**src/rtl/pgwalk_pkg.sv**
```systemverilog
package pgwalk_pkg;

  localparam int VA_W      = 32;
  localparam int OFF_W     = 12;
  localparam int IDX_W     = 10;
  localparam int ENTRY_B   = 4;
  localparam int SLOT_W    = $clog2(ENTRY_B);
  localparam int PFN_W     = VA_W - OFF_W;
  localparam int ENTRY_W   = 8 * ENTRY_B;
  localparam int TOP_LSB   = OFF_W + IDX_W;
  localparam int KIND_W    = 2;

  // Flag positions inside an entry
  localparam int F_PRESENT = 0;
  localparam int F_WRITE   = 1;
  localparam int F_REF     = 2;
  localparam int F_MOD     = 3;

  typedef logic [VA_W-1:0]    addr_t;
  typedef logic [ENTRY_W-1:0] entry_t;
  typedef logic [PFN_W-1:0]   pfn_t;
  typedef logic [IDX_W-1:0]   idx_t;

  typedef enum logic [KIND_W-1:0] {
    FK_NONE       = 2'd0,
    FK_TOP_ABSENT = 2'd1,
    FK_LEAF_ABSENT= 2'd2,
    FK_WRITE_DENY = 2'd3
  } fault_kind_e;

  typedef enum logic [2:0] {
    ST_IDLE,
    ST_WAIT_TOP,
    ST_WAIT_LEAF,
    ST_WRITEBACK,
    ST_FILL,
    ST_FAULT
  } walk_state_e;

  function automatic idx_t top_index(input addr_t va);
    return va[TOP_LSB +: IDX_W];
  endfunction

  function automatic idx_t leaf_index(input addr_t va);
    return va[OFF_W +: IDX_W];
  endfunction

  function automatic pfn_t page_of(input addr_t va);
    return va[VA_W-1:OFF_W];
  endfunction

  function automatic pfn_t frame_of(input entry_t e);
    return e[ENTRY_W-1:OFF_W];
  endfunction

  function automatic addr_t slot_addr(input pfn_t frame, input idx_t idx);
    return {frame, idx, {SLOT_W{1'b0}}};
  endfunction

  function automatic entry_t touch_entry(input entry_t e, input logic wr);
    entry_t t;
    t = e;
    t[F_REF] = 1'b1;
    if (wr) t[F_MOD] = 1'b1;
    return t;
  endfunction

endpackage

```
**src/rtl/pgwalk_memreq.sv**
```systemverilog
module pgwalk_memreq
  import pgwalk_pkg::*;
(
  input  logic   clk,
  input  logic   rst_n,
  input  logic   issue,
  input  logic   issue_write,
  input  addr_t  issue_addr,
  input  entry_t issue_wdata,
  input  logic   mem_req_ready,
  output logic   mem_req_valid,
  output logic   mem_req_write,
  output addr_t  mem_req_addr,
  output entry_t mem_req_wdata,
  output logic   accept
);

  assign accept = mem_req_valid && mem_req_ready;

  always_ff @(posedge clk) begin
    if (!rst_n) begin
      mem_req_valid <= 1'b0;
      mem_req_write <= 1'b0;
      mem_req_addr  <= '0;
      mem_req_wdata <= '0;
    end else if (issue) begin
      mem_req_valid <= 1'b1;
      mem_req_write <= issue_write;
      mem_req_addr  <= issue_addr;
      mem_req_wdata <= issue_wdata;
    end else if (accept) begin
      mem_req_valid <= 1'b0;
    end
  end

endmodule

```
**src/rtl/pgwalk_entry_eval.sv**
```systemverilog
module pgwalk_entry_eval
  import pgwalk_pkg::*;
(
  input  entry_t      entry,
  input  logic        at_leaf,
  input  logic        is_write,
  output logic        usable,
  output fault_kind_e kind,
  output entry_t      wb_data
);

  logic present;
  logic deny;

  assign present = entry[F_PRESENT];
  assign deny    = at_leaf && is_write && !entry[F_WRITE];
  assign usable  = present && !deny;
  assign wb_data = touch_entry(entry, is_write);

  always_comb begin
    if (!present)   kind = at_leaf ? FK_LEAF_ABSENT : FK_TOP_ABSENT;
    else if (deny)  kind = FK_WRITE_DENY;
    else            kind = FK_NONE;
  end

endmodule

```
**src/rtl/pgwalk_ctrl.sv**
```systemverilog
module pgwalk_ctrl
  import pgwalk_pkg::*;
(
  input  logic        clk,
  input  logic        rst_n,
  input  logic        walk_valid,
  input  addr_t       walk_vaddr,
  input  logic        walk_is_write,
  input  addr_t       table_base,
  input  logic        mem_rsp_valid,
  input  entry_t      mem_rsp_data,
  input  logic        mem_accept,
  input  logic        mem_req_write,
  input  logic        eval_usable,
  input  fault_kind_e eval_kind,
  input  entry_t      eval_wb,
  output logic        walk_ready,
  output logic        at_leaf,
  output logic        cur_write,
  output logic        issue,
  output logic        issue_write,
  output addr_t       issue_addr,
  output entry_t      issue_wdata,
  output logic        ev_start,
  output logic        ev_take,
  output logic        ev_wb_done,
  output logic        fill_valid,
  output pfn_t        fill_vpn,
  output pfn_t        fill_pfn,
  output logic        fill_writable,
  output logic        fill_dirty,
  output logic        fault_valid,
  output logic [KIND_W-1:0] fault_kind,
  output addr_t       fault_vaddr
);

  walk_state_e state_q, state_d;
  addr_t       va_q;
  logic        wr_q;
  addr_t       leaf_addr_q;
  entry_t      leaf_q;
  fault_kind_e kind_q, kind_d;
  logic        cap_leaf;

  assign walk_ready = (state_q == ST_IDLE);
  assign at_leaf    = (state_q == ST_WAIT_LEAF);
  assign cur_write  = wr_q;
  assign ev_start   = walk_ready && walk_valid;
  assign ev_take    = mem_rsp_valid &&
                      (state_q == ST_WAIT_TOP || state_q == ST_WAIT_LEAF);
  assign ev_wb_done = (state_q == ST_WRITEBACK) && mem_accept && mem_req_write;

  always_comb begin
    state_d     = state_q;
    kind_d      = kind_q;
    issue       = 1'b0;
    issue_write = 1'b0;
    issue_addr  = '0;
    issue_wdata = '0;
    cap_leaf    = 1'b0;
    unique case (state_q)
      ST_IDLE: begin
        if (walk_valid) begin
          issue      = 1'b1;
          issue_addr = slot_addr(frame_of(table_base), top_index(walk_vaddr));
          state_d    = ST_WAIT_TOP;
        end
      end
      ST_WAIT_TOP: begin
        if (mem_rsp_valid) begin
          if (!eval_usable) begin
            kind_d  = eval_kind;
            state_d = ST_FAULT;
          end else begin
            issue      = 1'b1;
            issue_addr = slot_addr(frame_of(mem_rsp_data), leaf_index(va_q));
            state_d    = ST_WAIT_LEAF;
          end
        end
      end
      ST_WAIT_LEAF: begin
        if (mem_rsp_valid) begin
          if (!eval_usable) begin
            kind_d  = eval_kind;
            state_d = ST_FAULT;
          end else begin
            issue       = 1'b1;
            issue_write = 1'b1;
            issue_addr  = leaf_addr_q;
            issue_wdata = eval_wb;
            cap_leaf    = 1'b1;
            state_d     = ST_WRITEBACK;
          end
        end
      end
      ST_WRITEBACK: begin
        if (ev_wb_done) state_d = ST_FILL;
      end
      ST_FILL:  state_d = ST_IDLE;
      ST_FAULT: state_d = ST_IDLE;
      default:  state_d = ST_IDLE;
    endcase
  end

  always_ff @(posedge clk) begin
    if (!rst_n) begin
      state_q     <= ST_IDLE;
      va_q        <= '0;
      wr_q        <= 1'b0;
      leaf_addr_q <= '0;
      leaf_q      <= '0;
      kind_q      <= FK_NONE;
    end else begin
      state_q <= state_d;
      kind_q  <= kind_d;
      if (ev_start) begin
        va_q <= walk_vaddr;
        wr_q <= walk_is_write;
      end
      if (state_q == ST_WAIT_TOP && issue) leaf_addr_q <= issue_addr;
      if (cap_leaf) leaf_q <= eval_wb;
    end
  end

  assign fill_valid    = (state_q == ST_FILL);
  assign fill_vpn      = page_of(va_q);
  assign fill_pfn      = frame_of(leaf_q);
  assign fill_writable = leaf_q[F_WRITE];
  assign fill_dirty    = leaf_q[F_MOD];
  assign fault_valid   = (state_q == ST_FAULT);
  assign fault_kind    = kind_q;
  assign fault_vaddr   = va_q;

endmodule

```
**src/rtl/pgwalk_top.sv**
```systemverilog
module pgwalk_top
  import pgwalk_pkg::*;
(
  input  logic        clk,
  input  logic        rst_n,
  input  logic        walk_valid,
  output logic        walk_ready,
  input  logic [31:0] walk_vaddr,
  input  logic        walk_is_write,
  input  logic [31:0] table_base,
  output logic        mem_req_valid,
  input  logic        mem_req_ready,
  output logic        mem_req_write,
  output logic [31:0] mem_req_addr,
  output logic [31:0] mem_req_wdata,
  input  logic        mem_rsp_valid,
  input  logic [31:0] mem_rsp_data,
  output logic        fill_valid,
  output logic [19:0] fill_vpn,
  output logic [19:0] fill_pfn,
  output logic        fill_writable,
  output logic        fill_dirty,
  output logic        fault_valid,
  output logic [1:0]  fault_kind,
  output logic [31:0] fault_vaddr
);

  // Internal events, brought out for the checker
  logic        ev_start;
  logic        ev_take;
  logic        ev_wb_done;
  logic        mem_accept;

  logic        issue;
  logic        issue_write;
  addr_t       issue_addr;
  entry_t      issue_wdata;
  logic        at_leaf;
  logic        cur_write;
  logic        eval_usable;
  fault_kind_e eval_kind;
  entry_t      eval_wb;

  pgwalk_entry_eval u_eval (
    .entry    (mem_rsp_data),
    .at_leaf  (at_leaf),
    .is_write (cur_write),
    .usable   (eval_usable),
    .kind     (eval_kind),
    .wb_data  (eval_wb)
  );

  pgwalk_ctrl u_ctrl (
    .clk           (clk),
    .rst_n         (rst_n),
    .walk_valid    (walk_valid),
    .walk_vaddr    (walk_vaddr),
    .walk_is_write (walk_is_write),
    .table_base    (table_base),
    .mem_rsp_valid (mem_rsp_valid),
    .mem_rsp_data  (mem_rsp_data),
    .mem_accept    (mem_accept),
    .mem_req_write (mem_req_write),
    .eval_usable   (eval_usable),
    .eval_kind     (eval_kind),
    .eval_wb       (eval_wb),
    .walk_ready    (walk_ready),
    .at_leaf       (at_leaf),
    .cur_write     (cur_write),
    .issue         (issue),
    .issue_write   (issue_write),
    .issue_addr    (issue_addr),
    .issue_wdata   (issue_wdata),
    .ev_start      (ev_start),
    .ev_take       (ev_take),
    .ev_wb_done    (ev_wb_done),
    .fill_valid    (fill_valid),
    .fill_vpn      (fill_vpn),
    .fill_pfn      (fill_pfn),
    .fill_writable (fill_writable),
    .fill_dirty    (fill_dirty),
    .fault_valid   (fault_valid),
    .fault_kind    (fault_kind),
    .fault_vaddr   (fault_vaddr)
  );

  pgwalk_memreq u_req (
    .clk           (clk),
    .rst_n         (rst_n),
    .issue         (issue),
    .issue_write   (issue_write),
    .issue_addr    (issue_addr),
    .issue_wdata   (issue_wdata),
    .mem_req_ready (mem_req_ready),
    .mem_req_valid (mem_req_valid),
    .mem_req_write (mem_req_write),
    .mem_req_addr  (mem_req_addr),
    .mem_req_wdata (mem_req_wdata),
    .accept        (mem_accept)
  );

endmodule

```
**config.mk**
```make
export PLATFORM = sky130hd
export DESIGN_NAME = pgwalk_top
export DESIGN_NICKNAME = d
export VERILOG_FILES = /design/src/rtl/pgwalk_pkg.sv /design/src/rtl/pgwalk_memreq.sv /design/src/rtl/pgwalk_entry_eval.sv /design/src/rtl/pgwalk_ctrl.sv /design/src/rtl/pgwalk_top.sv
export SDC_FILE = /design/constraint.sdc
export NUM_CORES = 1
export LEC_CHECK = 0
export BUFFER_PORTS_ARGS = -buffer_cell sky130_fd_sc_hd__buf_2
export CAP_MARGIN = 20
export CORE_MARGIN = 2
export CORE_UTILIZATION = 48
export CTS_CLUSTER_DIAMETER = 60
export CTS_CLUSTER_SIZE = 28
export DETAILED_ROUTE_END_ITERATION = 6
export GPL_ROUTABILITY_DRIVEN = 0
export GPL_TIMING_DRIVEN = 0
export PLACE_DENSITY = 0.9
export SYNTH_ARGS = -nofsm -noshare
export SYNTH_HDL_FRONTEND = slang
export SYNTH_SLANG_ARGS = --single-unit
```
**constraint.sdc**
```tcl
create_clock -name clk -period 2.7 [get_ports clk]
set_input_delay 0.81 -clock clk [delete_from_list [all_inputs] [get_ports clk]]
set_output_delay 0.81 -clock clk [all_outputs]
set_load 0.03 [all_outputs]
```
==> run_results.csv <==
group,metric,value,unit
run_status,status,"finished with violations",
run_status,failed_checks,"DRC",
yosys,synth_nets,777,
setup_path,r2r_start,"u_ctrl.state_q[2]",
floorplan,core_area,12620,um2
setup_path,crit_path_max_incr_delay,0.31,ns
global_route,grt-busiest-layer,"met2",
cts,cts_root_buf,"clkbuf_16",
setup_path,arrival,1.77,ns
setup_path,end_kind,"output port",
sta,fin_skew,0.007572,ns
setup_path,crit_slowest_cell,"dfxtp_1",
yosys,synth_top_flop_cell,"dfxtp_1",
placement,place_ws,-0.004294,ns
cts,worstSkewPairLatency,0.43,ns
detailed_routing,vias,6044,
pwr,internal-power,4.555,mW
setup_path,cpMostUsedCell,"buf_2",
sta,rsz0062_at_grt,"false",
hold_path,min_from,"u_ctrl.fault_vaddr[1]",
pwr,clock_power_share,0.380,
yosys,synth_cell_types,43,
sta,fmax,387.7,MHz
detailed_routing,ant_nets,0,
global_route,grt_max_degree,17,
cells_and_area,syn_to_final_growth,32.12,%
sta,worst_slew_pin_slew,0.8071,ns
setup_path,cp-startpoint,"u_ctrl.state_q[1]",
pwr,vdd_drop_max,0.0004634,V
global_route,grt_util_all_layers,0.2684,
global_route,use_met2,0.4426,
detailed_routing,routed_wl,19050,um
cells_and_area,layoutNonFillerInstCount,1110,
detailed_routing,drt_pass1_iterations,7,
cts,cts_max_path_buffers,2,
hold_path,holdCritPathClass,"reg -> reg",
pwr,switching_share,0.3106,
setup_path,reg2reg_depth,7,
yosys,synthArstFlopShare,0,
sta,maxSlewViolCount,0,
setup_path,path_class,"reg -> out",
yosys,synth_edf_count,0,
yosys,netlist_area,6206,um2
floorplan,start_util,0.4918,
setup_path,cp_max_fo,10,
sta,worst_slack,0.1208,ns
pwr,leakagePower,3.676,nW
cts,clock-sinks,156,
setup_path,crit_family,"buffers and inverters",
global_route,grt_pass1_vias,5761,
floorplan,die_h,117.7,um
pwr,seq_power_share,0.391,
cells_and_area,final_common_cell,"buf_2",
yosys,synthesis.instances,675,
sta,hold_viol,0,
cells_and_area,final_nets,1027,
floorplan,ios,247,
setup_path,start_kind,"flip-flop",
cells_and_area,fillers,1096,
cells_and_area,utilization,0.6497,
yosys,ys_warn_count,0,
yosys,yosysSeqAreaShare,0.5032,
pwr,power_switching,2.053,mW
global_route,grt-ovfl-total,0,
placement,port_buffers,231,
hold_path,worstHoldPathCells,2,
global_route,grt_first_pass_wirelength,29580,um
flow_run,drv_cap,0,
cts,cts_buffers,17,
global_route,met3_usage,0.07316,
detailed_routing,wl_per_cell,17.16,um
global_route,met1_usage,0.3318,
cells_and_area,final_cell_mix,"buf_2 (245), nand2_1 (167), dfxtp_1 (156)",
setup_path,cp_cell_sequence,"buf_2 -> nor2b_2 -> buf_2 -> and2_1 -> buf_2",
sta,finalSetupViolCount,0,
cells_and_area,drive_above_1_share,0.3703,
yosys,syn_avg_cell_area,9.194,um2
detailed_routing,drc,2,
cts,hold_buffers,0,
global_route,antenna_found_initial,0,
detailed_routing,vias_per_cell,5.445,
floorplan,die_w,117.7,um
cells_and_area,regArea,3123,um2
floorplan,rows,41,
setup_path,critPathRequiredTime,1.89,ns
pwr,pwr-share-comb,0.230,
cells_and_area,multi_input_area,2608,um2
cts,post_cts_buffers,0,
placement,hpwl,13840,um
sta,fin_crit_sh,0.9553,
setup_path,cp.buffers_inverters,3,
floorplan,die-area,13850,um2
placement,placed_cells,1078,
cts,clkTransAtPathRegs,0.06,ns
pwr,power-per-cell-area,805.9,nW/um2
detailed_routing,initialDrtViolationCount,531,
sta,max_slew_margin,0.4620,
cts,cts_tree,"yes",
setup_path,worst-path-stages,5,
cts,ctsHtreeMaxLevel,4,
sta,period_needed,2.579,ns
yosys,ys_ff_latch,156,
==> tightest hold or removal path: stages (launching register included) <==
cell and delay (ns):
dfxtp_1 0.30, nand2_1 0.05, a21oi_1 0.05
==> final cells by class <==
cell class                      instances  area share
Clock buffer                           20     0.05448
Multi-Input combinational cell        433      0.3180
Timing Repair Buffer                  231      0.1410
Tap cell                              172     0.02625
Antenna cell                            1   0.0003052
Clock inverter                         11     0.02060
Sequential cell                       156      0.3809
Buffer                                 81     0.05616
Inverter                                5    0.002289
==> synth_stat cells, types with 5 or more instances <==
| master | n | area (um2) |
|---|---|---|
| dfxtp_1 | 156 | 3123 |
| buf_6 | 5 | 56.30 |
| a211oi_1 | 20 | 150.1 |
| nand2_1 | 167 | 626.9 |
| a22o_1 | 49 | 429.2 |
| o22ai_2 | 30 | 375.4 |
| a222oi_1 | 11 | 110.1 |
| nor2_1 | 27 | 101.4 |
| buf_2 | 13 | 65.06 |
| a21oi_1 | 70 | 350.3 |
| a22oi_1 | 19 | 142.6 |
| buf_4 | 27 | 202.7 |
| clkbuf_1 | 35 | 131.4 |
==> metal layers <==
metal	part of all wire	vias up
met3	0.072	42
met1	0.42	2869
li1	-	2858
met4	0.028	0
met5	0	-
met2	0.48	275
==> power groups by stage <==
stage | Combinational (mW) | Sequential (mW) | Clock, mW
2_1_floorplan | 0.814 | 2.85 | 0
3_3_place_gp | 1.47 | 2.62 | 0
3_5_place_dp | 1.50 | 2.63 | 0
4_1_cts | 1.51 | 2.58 | 2.53
5_1_grt | 1.62 | 2.60 | 2.62
6_report | 1.52 | 2.58 | 2.51
==> through the flow <==
step / cell area [um2] / power, mW / hold slack, ns / TNS (ns)
6_report: 8199 / 6.608 / 0.4511 / 0
4_1_cts: 8194 / 6.614 / 0.4526 / 0
5_1_grt: 8197 / 6.840 / 0.4702 / 0
3_5_place_dp: 7577 / 4.123 / 0.4446 / -0.008014
3_3_place_gp: 7577 / 4.093 / 0.4383 / 0
2_1_floorplan: 6206 / 3.668 / 0.4360 / 0
==> state kept, by name, summed over array words and instances, names as in the netlist <==
name and flops:
u_ctrl.cur_write 1, u_ctrl.fault_kind 2, u_ctrl.fault_vaddr 32, u_ctrl.leaf_addr_q 32
u_ctrl.leaf_q 22, u_ctrl.state_q 3, u_req.mem_req_addr 32, u_req.mem_req_valid 1
u_req.mem_req_wdata 31
==> repair_timing <==
item | CTS | global route
endpoints found under the setup margin | 1 | 1
resized for setup | 1 | 1
hold endpoints to repair | 0 | 0
==> worst paths after layout <==
| kind | endpoint | slack, ns |
|---|---|---|
| setup / recovery | fault_valid | 0.12 |
| hold / removal | u_ctrl.fault_vaddr[1] | 0.45 |
| setup reg to reg | u_req.mem_req_wdata[15] | 0.57 |
| hold reg to reg | u_ctrl.fault_vaddr[1] | 0.45 |
==> cells by family (layout without fill, tap and decap cells) <==
kind of cell           count (synthesis)  count (layout)  synth area share
other                                  0               1                 0
buffers and inverters                 86             348           0.07701
DFF                                  156             156            0.5032
and+or+nand+nor                      222             222            0.1526
muxes                                  1               1          0.001613
AOI/OAI and AO/OA                    210             210            0.2655
No activity file was read; power rests on OpenSTA's default activity.
